==> src/rtl/ipc_pkg.sv <==
package ipc_pkg;

    localparam int PRI_W   = 8;
    localparam int SRC_W   = 24;
    localparam int WORD_W  = PRI_W + SRC_W;
    localparam int OP_W    = 3;
    localparam logic [PRI_W-1:0] PRI_NONE = '1;

    typedef enum logic [OP_W-1:0] {
        OP_IDLE    = 3'd0,
        OP_ACCEPT  = 3'd1,
        OP_POLL    = 3'd2,
        OP_SET_PRI = 3'd3,
        OP_EOI     = 3'd4,
        OP_SET_REQ = 3'd5
    } ipc_op_e;

    // Architectural state of the presenter
    typedef struct packed {
        logic [PRI_W-1:0] cur_pri;   // processor priority
        logic [SRC_W-1:0] src;       // pending source, 0 = empty
        logic [PRI_W-1:0] pend_pri;  // priority of pending source
        logic             owned;     // pending source belongs to the source controller
        logic [PRI_W-1:0] req_pri;   // inter-processor request priority
    } ipc_state_t;

    // A pulse carrying a source number
    typedef struct packed {
        logic             valid;
        logic [SRC_W-1:0] src;
    } ipc_note_t;

    typedef struct packed {
        ipc_state_t st;
        ipc_note_t  rej;
    } ipc_step_t;

    function automatic logic slot_busy(input ipc_state_t s);
        return s.src != '0;
    endfunction

    // Try to place the inter-processor request into the slot
    function automatic ipc_step_t req_try(input ipc_state_t s,
                                          input logic [SRC_W-1:0] req_num);
        ipc_step_t r;
        r.st  = s;
        r.rej = '0;
        if (!(slot_busy(s) && s.pend_pri <= s.req_pri)) begin
            if (slot_busy(s) && s.owned) begin
                r.rej.valid = 1'b1;
                r.rej.src   = s.src;
            end
            r.st.src      = req_num;
            r.st.pend_pri = s.req_pri;
            r.st.owned    = 1'b0;
        end
        return r;
    endfunction

endpackage

==> src/rtl/ipc_regop.sv <==
module ipc_regop
    import ipc_pkg::*;
#(
    parameter logic [SRC_W-1:0] REQ_NUM = 24'd2
) (
    input  ipc_state_t         cur,
    input  logic [OP_W-1:0]    op_code,
    input  logic [WORD_W-1:0]  wdata,
    output ipc_state_t         nxt,
    output ipc_note_t          rej,
    output ipc_note_t          eoi,
    output logic               resend
);
    localparam int PRI_LO = SRC_W;

    ipc_op_e          op;
    logic [PRI_W-1:0] wr_pri;
    ipc_step_t        chk;

    assign op     = ipc_op_e'(op_code);
    assign wr_pri = wdata[PRI_W-1:0];

    always_comb begin
        nxt    = cur;
        rej    = '0;
        eoi    = '0;
        resend = 1'b0;
        chk    = '0;
        unique case (op)
            OP_ACCEPT: begin
                nxt.cur_pri  = cur.pend_pri;
                nxt.src      = '0;
                nxt.pend_pri = PRI_NONE;
                nxt.owned    = 1'b0;
            end
            OP_SET_PRI: begin
                nxt.cur_pri = wr_pri;
                if (wr_pri < cur.cur_pri) begin
                    if (slot_busy(cur) && wr_pri <= cur.pend_pri) begin
                        nxt.src      = '0;
                        nxt.pend_pri = PRI_NONE;
                        nxt.owned    = 1'b0;
                        if (cur.owned) begin
                            rej.valid = 1'b1;
                            rej.src   = cur.src;
                        end
                    end
                end else if (!slot_busy(cur)) begin
                    resend = 1'b1;
                    if (cur.req_pri < wr_pri) begin
                        chk = req_try(nxt, REQ_NUM);
                        nxt = chk.st;
                        rej = chk.rej;
                    end
                end
            end
            OP_EOI: begin
                nxt.cur_pri = wdata[WORD_W-1:PRI_LO];
                eoi.valid   = 1'b1;
                eoi.src     = wdata[SRC_W-1:0];
                if (!slot_busy(cur)) begin
                    resend = 1'b1;
                    if (cur.req_pri < nxt.cur_pri) begin
                        chk = req_try(nxt, REQ_NUM);
                        nxt = chk.st;
                        rej = chk.rej;
                    end
                end
            end
            OP_SET_REQ: begin
                nxt.req_pri = wr_pri;
                if (wr_pri < cur.cur_pri) begin
                    chk = req_try(nxt, REQ_NUM);
                    nxt = chk.st;
                    rej = chk.rej;
                end
            end
            default: begin
                nxt = cur;
            end
        endcase
    end

endmodule

==> src/rtl/ipc_offer.sv <==
module ipc_offer
    import ipc_pkg::*;
(
    input  ipc_state_t        cur,
    input  logic              ofr_valid,
    input  logic [SRC_W-1:0]  ofr_src,
    input  logic [PRI_W-1:0]  ofr_pri,
    output ipc_state_t        nxt,
    output logic              refuse,
    output ipc_note_t         rej
);
    logic beats_cpu;
    logic beats_slot;
    logic win;

    assign beats_cpu  = ofr_pri < cur.cur_pri;
    assign beats_slot = !slot_busy(cur) || (ofr_pri < cur.pend_pri);
    assign win        = ofr_valid && (ofr_src != '0) && beats_cpu && beats_slot;
    assign refuse     = ofr_valid && !win;

    always_comb begin
        nxt = cur;
        rej = '0;
        if (win) begin
            if (slot_busy(cur) && cur.owned) begin
                rej.valid = 1'b1;
                rej.src   = cur.src;
            end
            nxt.src      = ofr_src;
            nxt.pend_pri = ofr_pri;
            nxt.owned    = 1'b1;
        end
    end

endmodule

==> src/rtl/ipc_core.sv <==
module ipc_core
    import ipc_pkg::*;
#(
    parameter logic [SRC_W-1:0] REQ_NUM = 24'd2
) (
    input  logic              clk,
    input  logic              rst,
    input  logic [OP_W-1:0]   op_code,
    input  logic [WORD_W-1:0] op_wdata,
    output logic [WORD_W-1:0] rd_word,
    output logic [PRI_W-1:0]  rd_req_pri,
    input  logic              ofr_valid,
    input  logic [SRC_W-1:0]  ofr_src,
    input  logic [PRI_W-1:0]  ofr_pri,
    output logic              ofr_reject,
    output logic              irq_out,
    output logic              rej_valid,
    output logic [SRC_W-1:0]  rej_src,
    output logic              eoi_valid,
    output logic [SRC_W-1:0]  eoi_src,
    output logic              resend_req
);
    ipc_state_t st_q;
    ipc_state_t st_a;
    ipc_state_t st_b;
    ipc_note_t  rej_a;
    ipc_note_t  rej_b;
    ipc_note_t  rej_sel;
    ipc_note_t  eoi_a;
    logic       resend_a;

    // Stage A: register operation
    ipc_regop #(.REQ_NUM(REQ_NUM)) u_regop (
        .cur     (st_q),
        .op_code (op_code),
        .wdata   (op_wdata),
        .nxt     (st_a),
        .rej     (rej_a),
        .eoi     (eoi_a),
        .resend  (resend_a)
    );

    // Stage B: offer judged against the post-operation state
    ipc_offer u_offer (
        .cur       (st_a),
        .ofr_valid (ofr_valid),
        .ofr_src   (ofr_src),
        .ofr_pri   (ofr_pri),
        .nxt       (st_b),
        .refuse    (ofr_reject),
        .rej       (rej_b)
    );

    // Stage A clears ownership when it rejects, so at most one reject per cycle
    assign rej_sel = rej_a.valid ? rej_a : rej_b;

    always_ff @(posedge clk) begin
        if (rst) begin
            st_q.cur_pri  <= '0;
            st_q.src      <= '0;
            st_q.pend_pri <= PRI_NONE;
            st_q.owned    <= 1'b0;
            st_q.req_pri  <= PRI_NONE;
            irq_out       <= 1'b0;
            rej_valid     <= 1'b0;
            rej_src       <= '0;
            eoi_valid     <= 1'b0;
            eoi_src       <= '0;
            resend_req    <= 1'b0;
        end else begin
            st_q       <= st_b;
            irq_out    <= slot_busy(st_b);
            rej_valid  <= rej_sel.valid;
            rej_src    <= rej_sel.src;
            eoi_valid  <= eoi_a.valid;
            eoi_src    <= eoi_a.src;
            resend_req <= resend_a;
        end
    end

    assign rd_word    = {st_q.cur_pri, st_q.src};
    assign rd_req_pri = st_q.req_pri;

endmodule

==> config.mk <==
export PLATFORM = sky130hd
export DESIGN_NAME = ipc_core
export DESIGN_NICKNAME = d
export VERILOG_FILES = /design/src/rtl/ipc_pkg.sv /design/src/rtl/ipc_regop.sv /design/src/rtl/ipc_offer.sv /design/src/rtl/ipc_core.sv
export SDC_FILE = /design/constraint.sdc
export NUM_CORES = 1
export LEC_CHECK = 0
export CAP_MARGIN = 20
export CORE_MARGIN = 10
export CORE_UTILIZATION = 52
export DETAILED_ROUTE_END_ITERATION = 12
export PLACE_DENSITY = 0.87
export SKIP_LAST_GASP = 1
export SYNTH_ARGS = -nofsm -noshare
export SYNTH_HDL_FRONTEND = slang
export SYNTH_SLANG_ARGS = --single-unit
==> constraint.sdc <==
create_clock -name clk -period 14.1 [get_ports clk]
set_input_delay 2.82 -clock clk [delete_from_list [all_inputs] [get_ports clk]]
set_output_delay 2.82 -clock clk [all_outputs]
set_load 0.1 [all_outputs]
==> results.md <==
Clock tree:
- The clock slew at the register clock pins of the worst setup and hold paths is 0.11 ns.
- The total of cells resized after clock tree synthesis is 0.
- The worst-case clock buffer depth is 2.
- The clock tree root driver cell is sky130_fd_sc_hd__clkbuf_8.
- At the later pin of the worst-skew pair, clock insertion delay measures 0.38 ns.
- Counting the buffers created by CTS gives 9.
- Once the clock tree was built, the setup fixing pass inserted 0 buffers.
- CTS saw 101 sinks.
- The clock tree from TritonCTS is done.
- CTS built an H-tree with a depth of 3.
- The number of hold buffers added after CTS is 0.

Yosys:
- By count the netlist is led by sky130_fd_sc_hd__dfxtp_1 (101), sky130_fd_sc_hd__nand2_1 (63), sky130_fd_sc_hd__ha_1 (43).
- By area the synthesized netlist is led by sky130_fd_sc_hd__dfxtp_1 (37%), sky130_fd_sc_hd__ha_1 (9.8%), sky130_fd_sc_hd__buf_4 (5.6%).
- The number of warnings printed during yosys synthesis is 0.
- After technology mapping, the gate count stands at 644.
- The count of cell types in the netlist is 60.
- Yosys instantiated no cell more often than sky130_fd_sc_hd__dfxtp_1.
- The flop and latch count out of synthesis is 101.
- In this run the cell area of the synthesized design comes to 5520 um^2.
- The top cell type by total area after synthesis is sky130_fd_sc_hd__dfxtp_1.
- The share of async-settable or async-resettable flops after synthesis is 0.
- Counting flops with a built-in enable in the synthesized netlist gives 0.
- Among all flip-flop cells after synthesis, the most frequent one is sky130_fd_sc_hd__dfxtp_1.
- Synthesis produced a netlist with a net count of 757.
- The area share of the largest cell type after synthesis is 0.367.
- The part of the Yosys area used for sequential elements is 0.367.
- The synthesized area per cell is 8.56 um^2.

Cells and area:
- Compared with the post-synthesis result, the final layout area differs by 27.7%.
- The antenna diode instance count is 0.
- The total area of sequential cells is 2020 um^2.
- The net total in the final layout is 860.
- The multi-input gate area in the final layout is 2890 um^2.
- The number of fill cells is 848.
- Once layout is complete, the utilization of the core stands at 0.682.
- Of the cells placed in the final design, the portion with a size suffix greater than 1 is 0.0532.
- The finished cells cover 7050 um^2.

Placed design:
- The number of buffers added on ports is 162.
- The weighted congestion reported at the end of routability-driven placement is 1.01.
- The HPWL after detailed placement is 14500 um.
- After detailed placement, the total cell area comes to 6870 um^2.

Pwr:
- The worst-case IR drop observed on VDD is 0.0673 mV.
- The leakage power is 2.79 nW.
- The total power density per cell area is 114 nW/um^2.

Timing:
- Measured against its own limit, the worst slew margin works out to 0.309.
- Summed over all failing endpoints, the final setup total negative slack is 0 ns.
- The maximum frequency from static timing analysis is 88.6 MHz.
- The number of endpoints with negative hold slack in the final report is 0.
- Setup repair after global routing left no endpoint under its margin.
- Clock skew on the completed layout was measured at 0.0168 ns.
- The share of the clock period used by the worst path after layout is 0.800.
- Setup violations remaining at the end of the flow were counted as 0.
- Subtracting the final worst setup slack from the clock period gives 11.28 ns.
- The final number of max-transition violations is 0.
- At the pin with the least slew margin, the transition time is 1.03 ns.

Die:
- The initial utilization of the core area, before any placement, comes to 0.534.
- In this run the vertical extent of the chip is 123 um.
- After floorplanning, the core was divided into 37 placement rows.
- The die area is 15100 um^2.
- For this design the top-level I/O count stands at 163.
- The total area inside the core boundary comes to 10300 um^2.
- In this run the horizontal extent of the chip is 123 um.

Worst setup path:
- Traced cell by cell, the critical path runs through clkdlybuf4s50_1, inv_1, ha_1, and4_1, a221oi_1, nand4b_1, o21ai_0, nand2b_1, a22oi_1, o32ai_1, ha_1, and4_1, nand2_1, a21oi_1, o21ai_0, o311ai_4, and2_1, clkdlybuf4s50_1.
- On the critical path, the stage with the largest delay is an instance of sky130_fd_sc_hd__clkdlybuf4s50_1.
- The worst register-to-register path has a depth of 17.
- STA classifies the critical path endpoint as an output port.
- The endpoint of the most critical register-to-register path is st_q[9].
- The kind of cell with the highest combined delay on the critical path is compound AO/OA/AOI/OAI gates.
- At the worst endpoint, the arrival time is 8.46 ns.
- In this run the number of cells on the critical path is 18.
- The setup slack of the worst register-to-register path is 8.85 ns.
- Along the worst path, the maximum fanout reaches 12.
- The start of the worst register-to-register path is rd_word[17].
- The critical path contains buffers and inverters numbering 3 combined.
- The maximum cell stage delay along the critical path is 1.14 ns.
- STA classifies the critical path startpoint as an input port.
- The required time of the worst setup path is 11.28 ns.
- The critical path in this run is classified as in2out.

Hold path:
- The hold path startpoint is rd_word[9].
- The kind of path behind the tightest hold check is reg2reg.
- Counting instances, the worst hold path has a depth of 2.
- The path with the worst hold slack has its endpoint at rd_word[9].

Global route:
- The number of antenna violations at the first check in global routing is 0.
- The via count of the first global-routing pass was 5378.
- Entering global routing, the biggest net connects 63 pins.
- The global-route wire length before repair is 28800 um.
- In the global route stage, overall resource usage came out at 0.239.
- The total congestion overflow is 0.

Detailed routing:
- The total routed wirelength is 18500 um.
- After detailed routing, the wire length on met1 is 7550 um.
- The amount of wire on met2 after detailed routing is 8620 um.
- In the routed layout, each cell is associated on average with a via count of 6.00.
- After the first detailed-routing iteration, the DRC count stood at 532.
- The detailed route wirelength on metal3 is 1900 um.
- In the routed design, unresolved DRC markers number 0.
- The first detailed-routing pass took 6 iterations.
- After detailed routing, the average wire length per cell comes to 20.9 um.
- Once detail routing completed, the nets flagged for antenna violations numbered 0.
- The highest metal layer with signal wires is met4.
- The total number of vias is 5328.

Run status:
- The run finished with clean final reports.

Job:
- Across the run, the number of max-cap violations was 0.
[layout make-up]
type / instances / share of cell area
clock buffers: 10 / 0.0181
clock inverters: 6 / 0.00728
inverters: 36 / 0.0192
multi-input cells: 432 / 0.410
flip-flops and latches: 101 / 0.287
well taps: 136 / 0.0242
repair buffers: 167 / 0.235
[report_power, final]
| group | total [mW] | switching, mW | leakage [nW] | internal, mW |
|---|---|---|---|---|
| Sequential | 0.322 | 0.0195 | 0.823 | 0.303 |
| Clock | 0.174 | 0.107 | 0.0883 | 0.0672 |
| Combinational | 0.305 | 0.212 | 1.88 | 0.0923 |
| Total | 0.801 | 0.339 | 2.79 | 0.462 |
[how the worst max path moves through the flow]
stage	startpoint	to	slack [ns]
6_report	op_wdata[6]	ofr_reject	2.82
5_1_grt	op_wdata[6]	ofr_reject	2.49
4_1_cts	op_wdata[6]	ofr_reject	2.94
3_5_place_dp	op_wdata[6]	ofr_reject	2.99
3_3_place_gp	op_wdata[6]	ofr_reject	3.07
2_1_floorplan	op_wdata[5]	ofr_reject	4.46
[stage by stage]
stage | hold slack, ns | std cells | setup WS (ns) | total power, mW
after global routing | 0.524 | 888 | 2.49 | 0.835
after detailed placement | 0.494 | 872 | 2.99 | 0.628
after CTS | 0.505 | 888 | 2.94 | 0.798
after global placement | 0.478 | 872 | 3.07 | 0.623
after floorplan | 0.458 | 644 | 4.46 | 0.554
final | 0.505 | 888 | 2.82 | 0.801
[kinds of logic after synthesis]
logic type               Yosys count  share of synthesized area
AO/OA/AOI/OAI                    148                      0.191
adder cells (fa/ha/maj)           43                     0.0976
buffers and inverters            111                      0.112
flip-flops                       101                      0.367
multiplexers                       2                    0.00363
AND/OR/NAND/NOR                  239                      0.229
[layout by cell type, fill, tap and decap left out, types with 8 or more instances in the layout]
cell type,count
sky130_fd_sc_hd__a21oi_1,23
sky130_fd_sc_hd__a221oi_1,18
sky130_fd_sc_hd__a31oi_1,9
sky130_fd_sc_hd__and3_1,17
sky130_fd_sc_hd__clkbuf_8,9
sky130_fd_sc_hd__clkdlybuf4s50_1,161
sky130_fd_sc_hd__dfxtp_1,101
sky130_fd_sc_hd__ha_1,43
sky130_fd_sc_hd__inv_1,36
sky130_fd_sc_hd__nand2_1,63
sky130_fd_sc_hd__nand2b_1,12
sky130_fd_sc_hd__nand3_1,26
sky130_fd_sc_hd__nor2_1,32
sky130_fd_sc_hd__nor3_1,26
sky130_fd_sc_hd__nor3b_1,23
sky130_fd_sc_hd__nor4_1,11
sky130_fd_sc_hd__o211ai_1,10
sky130_fd_sc_hd__o21ai_0,35
sky130_fd_sc_hd__o21ai_1,8
[state kept, by name (all words and copies together), names as in the netlist]
signal / flops
rd_req_pri: 8
eoi_valid: 1
resend_req: 1
rej_valid: 1
irq_out: 1
st_q: 9
rd_word: 32
rej_src: 24
eoi_src: 24
[metal layers]
layer,track usage,vias to the layer above
met3,0.0684,38
met2,0.386,294
li1,-,2492
met1,0.299,2504
met4,0.0830,0
met5,0,-
[worst reg2reg max path: stages (launching register included)]
cell and delay (ns):
sky130_fd_sc_hd__dfxtp_1 0.35, sky130_fd_sc_hd__nor4_1 0.50, sky130_fd_sc_hd__nand4_1 0.29, sky130_fd_sc_hd__nor3_4 0.44
sky130_fd_sc_hd__nand4b_1 0.44, sky130_fd_sc_hd__o21ai_0 0.51, sky130_fd_sc_hd__nand2b_1 0.16, sky130_fd_sc_hd__a22oi_1 0.07
sky130_fd_sc_hd__o32ai_1 0.38, sky130_fd_sc_hd__ha_1 0.20, sky130_fd_sc_hd__and4_1 0.20, sky130_fd_sc_hd__nand2_1 0.06
sky130_fd_sc_hd__a21oi_1 0.16, sky130_fd_sc_hd__o21ai_0 0.17, sky130_fd_sc_hd__o311ai_4 0.33, sky130_fd_sc_hd__buf_4 0.56
sky130_fd_sc_hd__nor3_1 0.16, sky130_fd_sc_hd__a41oi_1 0.18
(Power assumes the default switching activity.)
